File: config.mk
export PLATFORM = sky130hd
export DESIGN_NAME = serial_rx_holdbuf
export DESIGN_NICKNAME = d
export VERILOG_FILES = /design/src/rtl/rxb_pkg.sv /design/src/rtl/rxb_shift.sv /design/src/rtl/rxb_hold.sv /design/src/rtl/serial_rx_holdbuf.sv
export SDC_FILE = /design/constraint.sdc
export NUM_CORES = 1
export LEC_CHECK = 0
export BUFFER_PORTS_ARGS = -buffer_cell sky130_fd_sc_hd__buf_4
export CORE_MARGIN = 2
export CORE_UTILIZATION = 55
export CTS_BUF_LIST = sky130_fd_sc_hd__clkbuf_8
export CTS_CLUSTER_DIAMETER = 120
export DETAILED_ROUTE_END_ITERATION = 10
export PLACE_DENSITY = 0.89
export SYNTH_ARGS = -nofsm -noshare
export SYNTH_HDL_FRONTEND = slang
export SYNTH_SLANG_ARGS = --single-unit
File: constraint.sdc
create_clock -name clk -period 2.4 [get_ports clk]
set_clock_uncertainty 0.2 [all_clocks]
set_input_delay 0.24 -clock clk [delete_from_list [all_inputs] [get_ports clk]]
set_output_delay 0.24 -clock clk [all_outputs]
set_load 0.01 [all_outputs]
File: src/rtl/rxb_pkg.sv
package rxb_pkg;

    typedef enum logic [1:0] {
        MODE_SYNC_EXT = 2'd0,
        MODE_SYNC_OUT = 2'd1,
        MODE_UART_PAR = 2'd2,
        MODE_UART_9   = 2'd3
    } rx_mode_e;

    function automatic logic is_uart(input rx_mode_e m);
        return (m == MODE_UART_PAR) || (m == MODE_UART_9);
    endfunction

endpackage

File: src/rtl/rxb_shift.sv
module rxb_shift
    import rxb_pkg::*;
#(
    parameter int DATA_W = 8
) (
    input  logic              clk,
    input  logic              rst_n,
    input  rx_mode_e          mode,
    input  logic              bit_valid,
    input  logic              bit_in,
    input  logic              stall,
    output logic              done,
    output logic [DATA_W:0]   word
);
    localparam int FW = DATA_W + 1;
    localparam int CW = $clog2(FW + 1);

    typedef struct packed {
        logic [FW-1:0] sh;
        logic [CW-1:0] cnt;
    } sh_t;

    sh_t st_d, st_q;
    logic [CW-1:0] last_idx;
    logic          accept;

    always_comb begin
        last_idx = is_uart(mode) ? CW'(FW - 1) : CW'(DATA_W - 1);
        accept   = bit_valid && !stall;
        st_d     = st_q;
        done     = 1'b0;
        word     = st_q.sh;
        if (accept) begin
            st_d.sh[st_q.cnt] = bit_in;
            if (st_q.cnt == last_idx) begin
                done     = 1'b1;
                st_d.cnt = '0;
            end else begin
                st_d.cnt = st_q.cnt + CW'(1);
            end
            word = st_d.sh;
        end
    end

    always_ff @(posedge clk) begin
        if (!rst_n) begin
            st_q <= '0;
        end else begin
            st_q <= st_d;
        end
    end

endmodule

File: src/rtl/rxb_hold.sv
module rxb_hold
    import rxb_pkg::*;
#(
    parameter int DATA_W = 8
) (
    input  logic              clk,
    input  logic              rst_n,
    input  rx_mode_e          mode,
    input  logic              hold_en,
    input  logic              wake_en,
    input  logic              done,
    input  logic [DATA_W:0]   word,
    input  logic              rd_data,
    input  logic              rd_stat,
    output logic [DATA_W-1:0] data_o,
    output logic              bit9_o,
    output logic              full_o,
    output logic              ovr_o,
    output logic              irq_o,
    output logic              stall_o
);
    typedef struct packed {
        logic [DATA_W-1:0] s1;
        logic              s1v;
        logic [DATA_W-1:0] s2;
        logic              s2b;
        logic              full;
        logic              ovr;
        logic              irq;
        logic              stall;
    } hold_t;

    hold_t st_d, st_q;
    logic  single;
    logic  new_b9;
    logic  ovr_set;
    logic  irq_mask;

    always_comb begin
        single   = (mode == MODE_SYNC_OUT) && !hold_en;
        new_b9   = is_uart(mode) ? word[DATA_W] : 1'b0;
        irq_mask = (mode == MODE_UART_9) && wake_en && !new_b9;
        ovr_set  = 1'b0;
        st_d     = st_q;
        st_d.irq = 1'b0;

        if (mode == MODE_SYNC_OUT) begin
            if (!hold_en) begin
                if (done) begin
                    st_d.s1    = word[DATA_W-1:0];
                    st_d.s1v   = 1'b1;
                    st_d.stall = 1'b1;
                    st_d.irq   = 1'b1;
                end else if (rd_data && st_q.s1v) begin
                    st_d.s1v   = 1'b0;
                    st_d.stall = 1'b0;
                end
            end else begin
                if (rd_data && st_q.full && st_q.s1v) begin
                    st_d.s2    = st_q.s1;
                    st_d.s2b   = 1'b0;
                    st_d.irq   = 1'b1;
                    st_d.s1v   = 1'b0;
                    st_d.stall = 1'b0;
                end else if (done && (!st_q.full || rd_data)) begin
                    st_d.s2   = word[DATA_W-1:0];
                    st_d.s2b  = 1'b0;
                    st_d.full = 1'b1;
                    st_d.irq  = 1'b1;
                end else if (done) begin
                    st_d.s1    = word[DATA_W-1:0];
                    st_d.s1v   = 1'b1;
                    st_d.stall = 1'b1;
                end else if (rd_data) begin
                    st_d.full = 1'b0;
                end
            end
        end else begin
            st_d.s1v   = 1'b0;
            st_d.stall = 1'b0;
            if (done && (!st_q.full || rd_data)) begin
                st_d.s2   = word[DATA_W-1:0];
                st_d.s2b  = new_b9;
                st_d.full = 1'b1;
                st_d.irq  = !irq_mask;
            end else if (done) begin
                ovr_set = 1'b1;
            end else if (rd_data) begin
                st_d.full = 1'b0;
            end
        end

        if (ovr_set) begin
            st_d.ovr = 1'b1;
        end else if (rd_stat) begin
            st_d.ovr = 1'b0;
        end

        data_o  = single ? st_q.s1 : st_q.s2;
        bit9_o  = single ? 1'b0 : st_q.s2b;
        full_o  = single ? st_q.s1v : st_q.full;
        ovr_o   = st_q.ovr;
        irq_o   = st_q.irq;
        stall_o = st_q.stall;
    end

    always_ff @(posedge clk) begin
        if (!rst_n) begin
            st_q <= '0;
        end else begin
            st_q <= st_d;
        end
    end

endmodule

File: src/rtl/serial_rx_holdbuf.sv
module serial_rx_holdbuf
    import rxb_pkg::*;
#(
    parameter int DATA_W = 8
) (
    input  logic              clk,
    input  logic              rst_n,
    input  logic [1:0]        mode_i,
    input  logic              hold_en_i,
    input  logic              wake_en_i,
    input  logic              bit_valid_i,
    input  logic              bit_i,
    input  logic              rd_data_i,
    input  logic              rd_stat_i,
    output logic [DATA_W-1:0] rx_data_o,
    output logic              rx_bit9_o,
    output logic              full_o,
    output logic              ovr_o,
    output logic              irq_o,
    output logic              stall_o
);
    rx_mode_e          mode;
    logic              frame_done;
    logic [DATA_W:0]   frame_word;

    assign mode = rx_mode_e'(mode_i);

    rxb_shift #(.DATA_W(DATA_W)) u_shift (
        .clk       (clk),
        .rst_n     (rst_n),
        .mode      (mode),
        .bit_valid (bit_valid_i),
        .bit_in    (bit_i),
        .stall     (stall_o),
        .done      (frame_done),
        .word      (frame_word)
    );

    rxb_hold #(.DATA_W(DATA_W)) u_hold (
        .clk      (clk),
        .rst_n    (rst_n),
        .mode     (mode),
        .hold_en  (hold_en_i),
        .wake_en  (wake_en_i),
        .done     (frame_done),
        .word     (frame_word),
        .rd_data  (rd_data_i),
        .rd_stat  (rd_stat_i),
        .data_o   (rx_data_o),
        .bit9_o   (rx_bit9_o),
        .full_o   (full_o),
        .ovr_o    (ovr_o),
        .irq_o    (irq_o),
        .stall_o  (stall_o)
    );

endmodule

* After elaboration in Yosys (flattened, before gate mapping)
Index checks and enable logic that the tools add are counted. Widths: inputs -> output; s select.
Operators by class: eq/ne operators 10, $lt $le $gt $ge 2, $add $sub $neg 1, muxes and demuxes 40, reductions and logical operators 27
Operators with widths (count):
- $mux 9 | 6
- $mux 10 | 3
- $mux 8 | 3
- $mux 1 | 21
- $bwmux 9 | 1
- $logic_and 1x1->1 | 9
- $mux 4 | 2
- $ne 2x2->1 const B | 4
- $reduce_bool 2->1 | 4
- $mux 2 | 3
- $reduce_and 3->1 | 2
- $reduce_bool 3->1 | 2
- $logic_not 1->1 | 5
- $lt 4x5->1 const B | 1
- $reduce_and 5->1 | 1
- $add 4x1->4 const B | 1
- $demux 1 s4 | 1
- $eq 2x2->1 const B | 2
- $eq 4x4->1 | 1
- $ge 4x1->1 const B | 1
- $reduce_and 2->1 | 2
- $ne 3x1->1 const B | 1
- $ne 3x2->1 const B | 1
- $eq 2x1->1 const B | 1
- $logic_or 1x1->1 | 2
Word-level totals: word-level logic and storage cells 90, input bits 10, register bits after elaboration 35, output and inout bits 13

* Logic depth before layout (Yosys ltp)
Gate-level depths: netlist (run 1).
depth after elaboration 12, mapped depth 6, depth with buffers taken out 5

* Hierarchy
From an unflattened synthesis (run 1), not the netlist that was laid out.
Unflattened totals: cells, all modules 195, area, all modules 1774.2 um^2
By module, submodules not included:
- rxb_hold | times used 1, cells an instance 104, sequential area each 420.4 um^2, area an instance 1027.2 um^2
- rxb_shift | times used 1, cells an instance 91, sequential area each 260.2 um^2, area an instance 747.0 um^2

* Worst setup path after synthesis (run 1)
Ideal clock, no wire load.
path type register -> register, from reg u_hold.st_q[13] (netlist name), to reg u_hold.st_q[20] (netlist name), cell stages (with the launch flop) 6, slack 434 ps, clock period less this slack 1966 ps, arrival time 1687 ps, data required time 2121 ps, path buffers 1, cell sequence dfxtp_1 -> or3b_4 -> a2111oi_4 -> buf_6 -> nor2_1 -> a211oi_2
Between the ends: longest elaborated chain between the ends 3, elaborated cells on any way between the ends 4, classes of those cells eq/ne (1); reduce/logical (3)
RTL lines:
- from (decl) | RTL line rxb_hold.sv:33 | hold_t st_d, st_q;
- from (signal assigned) | RTL line rxb_hold.sv:111 | st_q <= st_d;
- $logic_and 1x1->1 (*) | RTL line rxb_hold.sv:59 | if (rd_data && st_q.full && st_q.s1v) begin
- $ne 2x2->1 (no line) or $reduce_bool 3->1 (tied branches)
- $reduce_and 5->1 (no line) (*)
Mark *: on every way between the ends. The rest lies on a longest branch, timed or not. A chain may end at the register's enable or synchronous reset.

* Worst setup path after layout (run 1)
from reg u_hold.st_q[13] (netlist name), to reg u_hold.st_q[6] (netlist name)
Between the ends: longest elaborated chain between the ends 4, elaborated cells on any way between the ends 6, classes of those cells mux (3); reduce/logical (3)
RTL lines:
- $logic_and 1x1->1 (*) | RTL line rxb_hold.sv:59
- $mux 10 | RTL line rxb_hold.sv:59
- $mux 10 | RTL line rxb_hold.sv:48 | if (!hold_en) begin
- $mux 10 | RTL line rxb_hold.sv:47 | if (mode == MODE_SYNC_OUT) begin
Mark *: on every way between the ends. The rest lies on a longest branch, timed or not. The select of a mux whose other input is x is not followed.

==> flow_results.xml, run 1 <==
<?xml version="1.0" encoding="UTF-8"?>
<metrics>
  <group name="status">
    <metric name="status" unit="">finished, final reports clean</metric>
  </group>
  <group name="sta">
    <metric name="final_min_period_over_clock_period" unit="">0.886</metric>
    <metric name="finalSetupViolCount" unit="">0</metric>
    <metric name="hold_viol" unit="">0</metric>
    <metric name="max_slew_headroom" unit="">0.456</metric>
    <metric name="achievable-frequency" unit="MHz">471</metric>
    <metric name="tns" unit="ns">0</metric>
    <metric name="report.final.slew_viol_count" unit="">0</metric>
    <metric name="layout_setup_ws" unit="ns">0.275</metric>
    <metric name="rsz_0062_raised_after_global_routing" unit="">false</metric>
    <metric name="worst_pin_slew" unit="ns">0.815</metric>
    <metric name="min_tclk_post_route" unit="ns">2.13</metric>
  </group>
  <group name="cts">
    <metric name="cts_htree_levels" unit="">2</metric>
    <metric name="cts-buffers-inserted" unit="">5</metric>
    <metric name="post_cts_hold_buffer_count" unit="">0</metric>
    <metric name="insertion_delay_to_the_later_sink_of_the_worst_skew_pair" unit="ns">0.28</metric>
    <metric name="cts_root_buf" unit="">sky130_fd_sc_hd__clkbuf_8</metric>
    <metric name="cts.reportedPaths.clkPinSlew" unit="ns">0.07</metric>
    <metric name="postCtsSetupRepairBufs" unit="">0</metric>
    <metric name="tritoncts" unit="">built</metric>
    <metric name="clock_sinks" unit="">34</metric>
    <metric name="cts_max_path_buffers" unit="">2</metric>
    <metric name="post_cts_resized" unit="">0</metric>
  </group>
  <group name="job">
    <metric name="drv.max_cap_violation_count" unit="">0</metric>
  </group>
  <group name="yosys">
    <metric name="mappedNetlistArea" unit="mm²">0.00171</metric>
    <metric name="synth.distinct_cells" unit="">41</metric>
    <metric name="synth.yosys.warnings" unit="">0</metric>
    <metric name="synth_register_bits" unit="">34</metric>
    <metric name="number_of_nets_produced_by_synthesis" unit="">213</metric>
    <metric name="yosys.area.top_type_share" unit="">0.399</metric>
    <metric name="synthTopCellsByArea" unit="">sky130_fd_sc_hd__dfxtp_1 40%, sky130_fd_sc_hd__o21ai_0 5.9%, sky130_fd_sc_hd__nor2_1 5.5%, sky130_fd_sc_hd__mux2i_1 5.3%, sky130_fd_sc_hd__nand2_1 4.4%</metric>
    <metric name="post_synth_inst_count" unit="">199</metric>
    <metric name="share_of_the_yosys_chip_area_belonging_to_registers" unit="">0.399</metric>
    <metric name="postSynthAreaPerCell" unit="µm²">8.57</metric>
    <metric name="post-synth-top-area-cell" unit="">sky130_fd_sc_hd__dfxtp_1</metric>
  </group>
  <group name="critical_path">
    <metric name="cp.required" unit="ns">2.39</metric>
    <metric name="crit_path_max_fanout" unit="">10</metric>
    <metric name="worst_setup_path_start_kind" unit="">flop</metric>
    <metric name="worst_ep_arrival_time" unit="ns">2.12</metric>
    <metric name="crit_type" unit="">reg2reg</metric>
    <metric name="cp_endpoint_kind" unit="">flop</metric>
  </group>
  <group name="placement">
    <metric name="post_detailed_placement_half_perimeter_wirelength" unit="µm">2600</metric>
    <metric name="io_buffer_count" unit="">22</metric>
    <metric name="numPlacedInstances" unit="">247</metric>
    <metric name="preCtsSetupSlack" unit="ns">0.314</metric>
    <metric name="routabilityCongestion" unit="">0.891</metric>
  </group>
  <group name="routing">
    <metric name="ant_nets" unit="">0</metric>
    <metric name="drcViolationCount" unit="">0</metric>
    <metric name="firstDrtPassIters" unit="">4</metric>
    <metric name="dr_total_vias" unit="">1491</metric>
    <metric name="initialDrtViolationCount" unit="">129</metric>
    <metric name="wirelength" unit="µm">3630</metric>
    <metric name="avg_vias_per_cell" unit="">5.87</metric>
    <metric name="wire_per_inst" unit="µm">14.3</metric>
  </group>
  <group name="floorplan">
    <metric name="die_height" unit="µm">59.7</metric>
    <metric name="core-area" unit="mm²">0.00300</metric>
    <metric name="die_w" unit="µm">59.7</metric>
    <metric name="placement_rows" unit="">20</metric>
    <metric name="start_util" unit="">0.568</metric>
    <metric name="ioPinCount" unit="">23</metric>
    <metric name="floorplan.die_area" unit="mm²">0.00356</metric>
  </group>
  <group name="grt">
    <metric name="number_of_antenna_violations_at_the_first_check_in_global_routing" unit="">0</metric>
    <metric name="globalRouteOverflowTotal" unit="">0</metric>
    <metric name="grt_pass1_wl" unit="µm">6060</metric>
    <metric name="grt_usage" unit="">0.225</metric>
    <metric name="vias_in_the_first_global_route" unit="">1403</metric>
    <metric name="pin_count_of_the_biggest_net_entering_global_routing" unit="">26</metric>
  </group>
  <group name="final_layout">
    <metric name="layoutNonFillerInstCount" unit="">254</metric>
    <metric name="post-route-util" unit="">0.654</metric>
    <metric name="fill_cell_count" unit="">254</metric>
    <metric name="share_of_layout_cells_above_drive_strength_1" unit="">0.199</metric>
    <metric name="antenna_fix_cells" unit="">0</metric>
    <metric name="area_growth" unit="%">15.2</metric>
    <metric name="post_layout_nets" unit="">235</metric>
  </group>
  <group name="power">
    <metric name="report.power.total" unit="W">0.00105</metric>
    <metric name="irDropWorstVdd" unit="mV">0.387</metric>
    <metric name="static-leakage-power" unit="nW">0.796</metric>
    <metric name="cellPowerDensity" unit="mW/mm²">533</metric>
  </group>
  <group name="hold_path">
    <metric name="min-delay-path-class" unit="">in2reg</metric>
  </group>
</metrics>
-- per-layer routing --
metal / part of all wire / routed length, µm / vias to the layer above / track usage
li1: - / - / 749 / -
met1: 0.44 / 1590 / 682 / 0.276
met2: 0.48 / 1730 / 53 / 0.363
met3: 0.068 / 246 / 7 / 0.0628
met4: 0.019 / 68 / 0 / 0.105
met5: 0 / 0 / - / 0
-- logic make-up (layout without fill, tap and decap cells) --
group                    Yosys count  in the layout  share of synthesized area
AND/OR/NAND/NOR                   72             72                      0.216
AO/OA/AOI/OAI                     53             53                      0.225
flip-flops                        34             34                      0.399
buffers and inverters             25             47                     0.0638
multiplexers                      11             11                     0.0660
adder cells (fa/ha/maj)            4              4                     0.0293
-- placed cells by master, fill, tap and decap left out, types with 3 or more instances in the layout --
cell type and instances:
sky130_fd_sc_hd__a221oi_1 8, sky130_fd_sc_hd__ha_1 4, sky130_fd_sc_hd__mux2i_1 9, sky130_fd_sc_hd__a211oi_1 6, sky130_fd_sc_hd__nand2b_1 3, sky130_fd_sc_hd__clkbuf_8 5, sky130_fd_sc_hd__a21oi_1 6, sky130_fd_sc_hd__dfxtp_1 34
sky130_fd_sc_hd__nor2b_1 3, sky130_fd_sc_hd__nand2_1 20, sky130_fd_sc_hd__and3_1 3, sky130_fd_sc_hd__inv_1 14, sky130_fd_sc_hd__or3_1 3, sky130_fd_sc_hd__o21ai_0 20, sky130_fd_sc_hd__buf_4 26, sky130_fd_sc_hd__nor2_1 25
-- worst paths after layout --
check	depth (start not counted)	from	slack [ns]	to
worst max-delay path	4	u_hold.st_q[13]	0.27	u_hold.st_q[6]
worst max register to register	4	u_hold.st_q[13]	0.27	u_hold.st_q[6]
worst min-delay path	4	rd_stat_i	0.05	u_hold.ovr_o
worst min register to register	2	u_hold.st_q[12]	0.27	u_hold.st_q[12]
-- critical path: stages, from the launching register on --
cell and delay [ns]:
sky130_fd_sc_hd__dfxtp_1 0.40, sky130_fd_sc_hd__nand2b_1 0.30, sky130_fd_sc_hd__o32ai_2 0.55, sky130_fd_sc_hd__a21boi_2 0.24, sky130_fd_sc_hd__a221oi_1 0.34
-- state kept, by name, indices dropped and copies added (netlist names) --
register      flops
u_shift.st_q     13
u_hold.ovr_o      1
u_hold.st_q      19
u_hold.irq_o      1
-- cell usage after synthesis, drive strengths merged --
library cell	number
a221oi	8
inv	14
nand3	2
o21ai	21
ha	4
nand4b	1
o311ai	1
clkbuf	9
and2	1
or3b	2
and3	3
buf	2
nand4bb	1
and4	1
a2111oi	1
o32ai	1
nand2b	3
a21oi	6
nor3b	3
nor2b	3
a211oi	8
a31oi	1
a22oi	2
nand2	20
nor4b	1
a21boi	2
nor2	25
o211ai	1
and4bb	1
a32oi	1
mux2i	9
nor3	1
mux2	2
or3	3
dfxtp	34
nor4	1
-- power by group --
group	switching (W)	internal (W)	total [W]
Combinational	0.0000485	0.0000335	0.0000820
Sequential	0.00000641	0.000570	0.000576
Clock	0.000196	0.000194	0.000390
Total	0.000251	0.000797	0.00105
-- through the flow --
step / hold WS [ns] / area [µm²]
floorplan: 0.188 / 1710
global placement: 0.249 / 1890
detailed placement: 0.252 / 1890
CTS: 0.0485 / 1960
global route: 0.0760 / 1960
finish: 0.0481 / 1960
-- area by class of cell --
cell class / instances / area [µm²] / area share
Tap cell: 33 / 41.3 / 0.0210
Inverter: 14 / 52.6 / 0.0268
Sequential cell: 34 / 681 / 0.346
Clock buffer: 5 / 68.8 / 0.0350
Timing Repair Buffer: 26 / 195 / 0.0994
Clock inverter: 2 / 10.0 / 0.00510
Multi-Input combinational cell: 140 / 916 / 0.466
Note: power is estimated with default switching activity, not from simulation.
==> run 2, diff against run 1 <==
--- a/config.mk
+++ b/config.mk
@@ -6,12 +6,14 @@
 export NUM_CORES = 1
 export LEC_CHECK = 0
 export BUFFER_PORTS_ARGS = -buffer_cell sky130_fd_sc_hd__buf_4
+export CELL_PAD_IN_SITES_DETAIL_PLACEMENT = 1
+export CELL_PAD_IN_SITES_GLOBAL_PLACEMENT = 2
 export CORE_MARGIN = 2
-export CORE_UTILIZATION = 55
+export CORE_UTILIZATION = 35
 export CTS_BUF_LIST = sky130_fd_sc_hd__clkbuf_8
 export CTS_CLUSTER_DIAMETER = 120
 export DETAILED_ROUTE_END_ITERATION = 10
-export PLACE_DENSITY = 0.89
+export PLACE_DENSITY = 0.92
 export SYNTH_ARGS = -nofsm -noshare
 export SYNTH_HDL_FRONTEND = slang
 export SYNTH_SLANG_ARGS = --single-unit
==> constraint.sdc (replaced) <==
create_clock -name clk -period 2.4 [get_ports clk]
set_clock_uncertainty 0.2 [all_clocks]
set_input_delay 0.24 -clock clk [delete_from_list [all_inputs] [get_ports clk]]
set_output_delay 0.24 -clock clk [all_outputs]
set_load 0.1 [all_outputs]
==> run 2 against run 1 <==
Effect of this change:
- register-to-register slack lost 0.02 ns
- total power grew 6.2%
- non-clock buffer count is the same
- worst hold slack better by 0.016 ns
- utilization is 23 points lower
- first-iteration DRC count fell by 43%
- die area rose by 53%
- critical path type unchanged
- critical endpoint is now u_hold.st_q[11]
- largest cell class unchanged
==> flow_results.xml, run 2 (synthesis gave the netlist of run 1 again) <==
<?xml version="1.0" encoding="UTF-8"?>
<metrics>
  <group name="critical_path">
    <metric name="crit_path_max_fanout" unit="">10</metric>
    <metric name="crit_type" unit="">reg2reg</metric>
    <metric name="regToRegSetupSlack" unit="ns">0.25</metric>
    <metric name="worst_ep_arrival_time" unit="ns">2.14</metric>
    <metric name="worst_setup_path_start_kind" unit="">flop</metric>
    <metric name="cp_endpoint_kind" unit="">flop</metric>
    <metric name="cp.required" unit="ns">2.39</metric>
  </group>
  <group name="cts">
    <metric name="tritoncts" unit="">built</metric>
    <metric name="post_cts_hold_buffer_count" unit="">0</metric>
    <metric name="post_cts_resized" unit="">0</metric>
    <metric name="insertion_delay_to_the_later_sink_of_the_worst_skew_pair" unit="ns">0.30</metric>
    <metric name="cts-buffers-inserted" unit="">5</metric>
    <metric name="cts_max_path_buffers" unit="">2</metric>
    <metric name="cts_htree_levels" unit="">2</metric>
    <metric name="cts.reportedPaths.clkPinSlew" unit="ns">0.08</metric>
    <metric name="clock_sinks" unit="">34</metric>
    <metric name="postCtsSetupRepairBufs" unit="">0</metric>
    <metric name="cts_root_buf" unit="">sky130_fd_sc_hd__clkbuf_8</metric>
  </group>
  <group name="hold_path">
    <metric name="min-delay-path-class" unit="">in2reg</metric>
  </group>
  <group name="sta">
    <metric name="report.final.slew_viol_count" unit="">0</metric>
    <metric name="hold_viol" unit="">0</metric>
    <metric name="worst_pin_slew" unit="ns">0.504</metric>
    <metric name="achievable-frequency" unit="MHz">466</metric>
    <metric name="rsz_0062_raised_after_global_routing" unit="">false</metric>
    <metric name="finalSetupViolCount" unit="">0</metric>
    <metric name="max_slew_headroom" unit="">0.664</metric>
    <metric name="min_tclk_post_route" unit="ns">2.15</metric>
    <metric name="final_min_period_over_clock_period" unit="">0.894</metric>
  </group>
  <group name="grt">
    <metric name="vias_in_the_first_global_route" unit="">1467</metric>
    <metric name="pin_count_of_the_biggest_net_entering_global_routing" unit="">26</metric>
    <metric name="globalRouteOverflowTotal" unit="">0</metric>
    <metric name="grt_usage" unit="">0.173</metric>
    <metric name="grt_pass1_wl" unit="µm">7000</metric>
    <metric name="number_of_antenna_violations_at_the_first_check_in_global_routing" unit="">0</metric>
  </group>
  <group name="power">
    <metric name="cellPowerDensity" unit="mW/mm²">550</metric>
    <metric name="power.sequential.fraction" unit="">0.517</metric>
    <metric name="p_comb_frac" unit="">0.077</metric>
    <metric name="irDropWorstVdd" unit="mV">0.238</metric>
    <metric name="static-leakage-power" unit="nW">0.801</metric>
    <metric name="power_frac_clock" unit="">0.406</metric>
    <metric name="report.power.total" unit="W">0.00111</metric>
    <metric name="power_switching_share" unit="">0.251</metric>
    <metric name="cell_internal_pwr" unit="W">0.000833</metric>
    <metric name="net-switching-power" unit="W">0.000280</metric>
  </group>
  <group name="placement">
    <metric name="io_buffer_count" unit="">22</metric>
    <metric name="routabilityCongestion" unit="">0.729</metric>
    <metric name="place_area" unit="mm²">0.00193</metric>
    <metric name="post_detailed_placement_half_perimeter_wirelength" unit="µm">3090</metric>
  </group>
  <group name="floorplan">
    <metric name="placement_rows" unit="">25</metric>
    <metric name="floorplan.die_area" unit="mm²">0.00545</metric>
    <metric name="core-area" unit="mm²">0.00472</metric>
    <metric name="die_height" unit="µm">73.8</metric>
    <metric name="ioPinCount" unit="">23</metric>
    <metric name="die_w" unit="µm">73.8</metric>
    <metric name="start_util" unit="">0.361</metric>
  </group>
  <group name="final_layout">
    <metric name="top_register" unit="">u_hold.st_q</metric>
    <metric name="layout_top_registers" unit="">u_hold.st_q: 19 flops, u_shift.st_q: 13 flops</metric>
    <metric name="layout.cells.most_common" unit="">sky130_fd_sc_hd__dfxtp_1</metric>
    <metric name="largest_register_ff_count" unit="">19</metric>
    <metric name="commonest_cells_after_routing_fill_and_taps_aside" unit="">33 x sky130_fd_sc_hd__dfxtp_1, 26 x sky130_fd_sc_hd__buf_4, 25 x sky130_fd_sc_hd__nor2_1</metric>
    <metric name="post-route-util" unit="">0.429</metric>
    <metric name="share_of_layout_cells_above_drive_strength_1" unit="">0.207</metric>
    <metric name="area_growth" unit="%">18.7</metric>
    <metric name="post_layout_nets" unit="">235</metric>
    <metric name="antenna_fix_cells" unit="">0</metric>
    <metric name="final_area" unit="mm²">0.00202</metric>
    <metric name="fill_cell_count" unit="">574</metric>
  </group>
  <group name="job">
    <metric name="drv.max_cap_violation_count" unit="">0</metric>
  </group>
  <group name="routing">
    <metric name="drcViolationCount" unit="">0</metric>
    <metric name="initialDrtViolationCount" unit="">74</metric>
    <metric name="wirelength" unit="µm">4310</metric>
    <metric name="wire_per_inst" unit="µm">14.9</metric>
    <metric name="ant_nets" unit="">0</metric>
    <metric name="dr_total_vias" unit="">1476</metric>
    <metric name="avg_vias_per_cell" unit="">5.11</metric>
    <metric name="firstDrtPassIters" unit="">4</metric>
  </group>
  <group name="status">
    <metric name="status" unit="">finished, final reports clean</metric>
  </group>
</metrics>
==> run 2: cell count changes in the layout (fill, tap and decap cells not counted) <==
cell                         previous run  this run
sky130_fd_sc_hd__o21ai_0               20        13
sky130_fd_sc_hd__o21ai_1                1         8
sky130_fd_sc_hd__clkbuf_8               5         6
sky130_fd_sc_hd__clkinv_2               2         1
sky130_fd_sc_hd__clkinvlp_4             0         1
sky130_fd_sc_hd__dfxtp_1               34        33
sky130_fd_sc_hd__dfxtp_2                0         1
==> run 2: worst max-delay path: stages (launching register included) <==
cell	delay, ns
sky130_fd_sc_hd__dfxtp_1	0.50
sky130_fd_sc_hd__nand4bb_1	0.25
sky130_fd_sc_hd__o32ai_2	0.50
sky130_fd_sc_hd__a21boi_2	0.24
sky130_fd_sc_hd__a221oi_1	0.35
==> run 2: final cells by class <==
cell class | instances | area, µm² | area share
tap | 67 | 83.8 | 0.0414
sequential | 34 | 682 | 0.337
inverter | 14 | 52.6 | 0.0260
clock buffer | 6 | 82.6 | 0.0408
clock inverter | 2 | 12.5 | 0.00618
multi-input combinational | 140 | 916 | 0.452
timing repair buffer | 26 | 195 | 0.0964
==> run 2: metrics by stage <==
stage | setup slack (ns) | std cells | setup TNS (ns) | hold WS (ns)
after CTS | 0.212 | 289 | 0 | 0.0606
after global routing | 0.0363 | 289 | 0 | 0.0918
final | 0.254 | 289 | 0 | 0.0637
after floorplan | -0.0468 | 199 | -0.327 | 0.188
after detailed placement | 0.247 | 281 | 0 | 0.265
after global placement | 0.352 | 281 | 0 | 0.251
==> run 2: power by group through the flow <==
stage                     registers, W   logic, W  clock network [W]
after global routing          0.000577  0.0000957           0.000484
after floorplan               0.000586  0.0000522                  0
final                         0.000576  0.0000860           0.000451
after CTS                     0.000576  0.0000864           0.000463
after detailed placement      0.000589  0.0000856                  0
after global placement        0.000588  0.0000859                  0
==> run 2: worst paths after layout <==
kind	startpoint	endpoint	depth (start not counted)
setup / recovery	u_shift.st_q[3]	u_hold.st_q[11]	4
hold / removal	rd_stat_i	u_hold.ovr_o	4
setup reg to reg	u_shift.st_q[3]	u_hold.st_q[11]	4
hold reg to reg	u_hold.st_q[7]	u_hold.st_q[7]	2
==> run 2: layer usage <==
layer / wire, µm / vias up / global-route usage
li1: - / 748 / -
met1: 2120 / 698 / 0.224
met2: 1990 / 22 / 0.275
met3: 101 / 8 / 0.0357
met4: 92 / 0 / 0.0788
met5: 0 / - / 0
==> run 3, diff against run 2 <==
--- a/config.mk
+++ b/config.mk
@@ -8,12 +8,14 @@
 export BUFFER_PORTS_ARGS = -buffer_cell sky130_fd_sc_hd__buf_4
 export CELL_PAD_IN_SITES_DETAIL_PLACEMENT = 1
 export CELL_PAD_IN_SITES_GLOBAL_PLACEMENT = 2
-export CORE_MARGIN = 2
+export CORE_ASPECT_RATIO = 1.25
+export CORE_MARGIN = 3
 export CORE_UTILIZATION = 35
 export CTS_BUF_LIST = sky130_fd_sc_hd__clkbuf_8
 export CTS_CLUSTER_DIAMETER = 120
 export DETAILED_ROUTE_END_ITERATION = 10
 export PLACE_DENSITY = 0.92
+export REMOVE_ABC_BUFFERS = 1
 export SYNTH_ARGS = -nofsm -noshare
 export SYNTH_HDL_FRONTEND = slang
 export SYNTH_SLANG_ARGS = --single-unit
==> run 3 against run 2 <==
Effect of this change:
- via count grew 2.1%
- global-route usage about the same
- total power up 0.12%
- combinational power is 2% lower
- first-iteration DRC count increased by 15%
- critical path depth unchanged
- highest routed layer unchanged
- flip-flop and latch count unchanged
- maximum frequency decreased by 1.6%
==> flow_results.xml, run 3 (synthesis gave the netlist of run 1 again) <==
<?xml version="1.0" encoding="UTF-8"?>
<metrics>
  <group name="status">
    <metric name="status" unit="">finished, final reports clean</metric>
  </group>
  <group name="sta">
    <metric name="report.final.slew_viol_count" unit="">0</metric>
    <metric name="final_min_period_over_clock_period" unit="">0.909</metric>
    <metric name="finalSetupViolCount" unit="">0</metric>
    <metric name="tns" unit="ns">0</metric>
    <metric name="hold_viol" unit="">0</metric>
    <metric name="layout_setup_ws" unit="ns">0.219</metric>
    <metric name="max_slew_headroom" unit="">0.640</metric>
    <metric name="rsz_0062_raised_after_global_routing" unit="">false</metric>
    <metric name="min_tclk_post_route" unit="ns">2.18</metric>
    <metric name="achievable-frequency" unit="MHz">459</metric>
    <metric name="worst_pin_slew" unit="ns">0.540</metric>
  </group>
  <group name="cts">
    <metric name="tritoncts" unit="">built</metric>
    <metric name="cts_root_buf" unit="">sky130_fd_sc_hd__clkbuf_8</metric>
    <metric name="cts-buffers-inserted" unit="">5</metric>
    <metric name="cts_htree_levels" unit="">2</metric>
    <metric name="insertion_delay_to_the_later_sink_of_the_worst_skew_pair" unit="ns">0.29</metric>
    <metric name="post_cts_hold_buffer_count" unit="">0</metric>
    <metric name="post_cts_resized" unit="">0</metric>
    <metric name="clock_sinks" unit="">34</metric>
    <metric name="cts.reportedPaths.clkPinSlew" unit="ns">0.08</metric>
    <metric name="postCtsSetupRepairBufs" unit="">0</metric>
    <metric name="cts_max_path_buffers" unit="">2</metric>
  </group>
  <group name="placement">
    <metric name="post_detailed_placement_half_perimeter_wirelength" unit="µm">3110</metric>
    <metric name="io_buffer_count" unit="">22</metric>
    <metric name="routabilityCongestion" unit="">0.805</metric>
    <metric name="preCtsSetupSlack" unit="ns">0.204</metric>
  </group>
  <group name="routing">
    <metric name="drcViolationCount" unit="">0</metric>
    <metric name="ant_nets" unit="">0</metric>
    <metric name="dr_total_vias" unit="">1507</metric>
    <metric name="avg_vias_per_cell" unit="">5.36</metric>
    <metric name="wirelength" unit="µm">4310</metric>
    <metric name="initialDrtViolationCount" unit="">85</metric>
    <metric name="wire_per_inst" unit="µm">15.3</metric>
    <metric name="firstDrtPassIters" unit="">4</metric>
  </group>
  <group name="floorplan">
    <metric name="start_util" unit="">0.374</metric>
    <metric name="die_w" unit="µm">68.4</metric>
    <metric name="ioPinCount" unit="">23</metric>
    <metric name="die_height" unit="µm">84.0</metric>
    <metric name="floorplan.die_area" unit="mm²">0.00575</metric>
    <metric name="placement_rows" unit="">27</metric>
    <metric name="core-area" unit="mm²">0.00456</metric>
  </group>
  <group name="final_layout">
    <metric name="post-route-util" unit="">0.443</metric>
    <metric name="antenna_fix_cells" unit="">0</metric>
    <metric name="share_of_layout_cells_above_drive_strength_1" unit="">0.206</metric>
    <metric name="post_layout_nets" unit="">236</metric>
    <metric name="area_growth" unit="%">18.4</metric>
    <metric name="fill_cell_count" unit="">567</metric>
    <metric name="layout.cells.most_common" unit="">sky130_fd_sc_hd__dfxtp_1</metric>
    <metric name="top_register" unit="">u_hold.st_q</metric>
    <metric name="layout_top_registers" unit="">u_hold.st_q: 19 flops, u_shift.st_q: 13 flops</metric>
    <metric name="largest_register_ff_count" unit="">19</metric>
    <metric name="commonest_cells_after_routing_fill_and_taps_aside" unit="">34 x sky130_fd_sc_hd__dfxtp_1, 27 x sky130_fd_sc_hd__buf_4, 25 x sky130_fd_sc_hd__nor2_1</metric>
  </group>
  <group name="power">
    <metric name="static-leakage-power" unit="nW">0.803</metric>
    <metric name="irDropWorstVdd" unit="mV">0.285</metric>
    <metric name="report.power.total" unit="W">0.00111</metric>
    <metric name="cellPowerDensity" unit="mW/mm²">552</metric>
  </group>
  <group name="critical_path">
    <metric name="cp.required" unit="ns">2.39</metric>
    <metric name="cp_endpoint_kind" unit="">flop</metric>
    <metric name="worst_r2r_path_depth" unit="">4</metric>
    <metric name="crit_path_max_fanout" unit="">10</metric>
    <metric name="crit-reg2reg-capture" unit="">u_hold.st_q[5]</metric>
    <metric name="crit_type" unit="">reg2reg</metric>
    <metric name="worst_setup_path_start_kind" unit="">flop</metric>
    <metric name="worst_ep_arrival_time" unit="ns">2.17</metric>
    <metric name="regToRegSetupSlack" unit="ns">0.22</metric>
    <metric name="critical_path.reg2reg.startpoint" unit="">u_hold.st_q[13]</metric>
  </group>
  <group name="grt">
    <metric name="number_of_antenna_violations_at_the_first_check_in_global_routing" unit="">0</metric>
    <metric name="grt_pass1_wl" unit="µm">7670</metric>
    <metric name="pin_count_of_the_biggest_net_entering_global_routing" unit="">21</metric>
    <metric name="grt_usage" unit="">0.173</metric>
    <metric name="globalRouteOverflowTotal" unit="">0</metric>
    <metric name="vias_in_the_first_global_route" unit="">1556</metric>
  </group>
  <group name="hold_path">
    <metric name="whs_path_depth" unit="">4</metric>
    <metric name="hold_path.startpoint" unit="">rd_stat_i</metric>
    <metric name="worst_case_hold_path_end_point" unit="">u_hold.ovr_o</metric>
    <metric name="min-delay-path-class" unit="">in2reg</metric>
  </group>
  <group name="job">
    <metric name="drv.max_cap_violation_count" unit="">0</metric>
  </group>
</metrics>
==> run 3: worst max-delay path by stage <==
stage	start	end	slack [ns]	depth (start not counted)
final	u_hold.st_q[13]	u_hold.st_q[5]	0.22	4
after global routing	u_hold.st_q[13]	u_hold.st_q[5]	0.08	4
after CTS	u_hold.st_q[13]	u_hold.st_q[5]	0.17	4
after detailed placement	u_hold.st_q[13]	u_hold.st_q[5]	0.20	4
after global placement	u_hold.st_q[13]	u_hold.st_q[6]	0.31	4
after floorplan	mode_i[0]	rx_data_o[0]	-0.64	2
==> run 3: routing by layer <==
| metal | share of wire | vias to the layer above | wire [µm] | global-route usage |
|---|---|---|---|---|
| met5 | 0 | - | 0 | 0 |
| met4 | 0.013 | 0 | 55 | 0.0542 |
| met3 | 0.036 | 6 | 157 | 0.0431 |
| met2 | 0.49 | 23 | 2130 | 0.287 |
| met1 | 0.46 | 730 | 1970 | 0.212 |
| li1 | - | 748 | - | - |
==> run 3: layout make-up <==
cell class,count,area (µm²),share of cell area
Multi-Input combinational cell,140,916,0.454
Clock buffer,6,82.6,0.0409
Sequential cell,34,681,0.337
Clock inverter,2,12.5,0.00620
Tap cell,58,72.6,0.0359
Inverter,14,52.6,0.0260
Timing Repair Buffer,27,203,0.100
==> run 3: power by group <==
part	internal [W]	switching, W	total [W]
logic	0.0000337	0.0000507	0.0000844
clock network	0.000231	0.000223	0.000454
registers	0.000569	0.00000691	0.000576
total	0.000833	0.000281	0.00111
==> run 3: critical path, stage by stage, from the launching register on <==
cell and delay [ns]:
sky130_fd_sc_hd__dfxtp_1 0.41, sky130_fd_sc_hd__nand2b_1 0.30, sky130_fd_sc_hd__o32ai_2 0.56, sky130_fd_sc_hd__a21boi_2 0.26, sky130_fd_sc_hd__a221oi_1 0.35
==> run 3: per-stage QoR <==
step	cell area (µm²)	cells	hold slack, ns
floorplan	1650	188	0.188
global placement	1920	273	0.253
detailed placement	1920	273	0.260
CTS	2020	281	0.0580
global route	2020	281	0.0730
finish	2020	281	0.0513
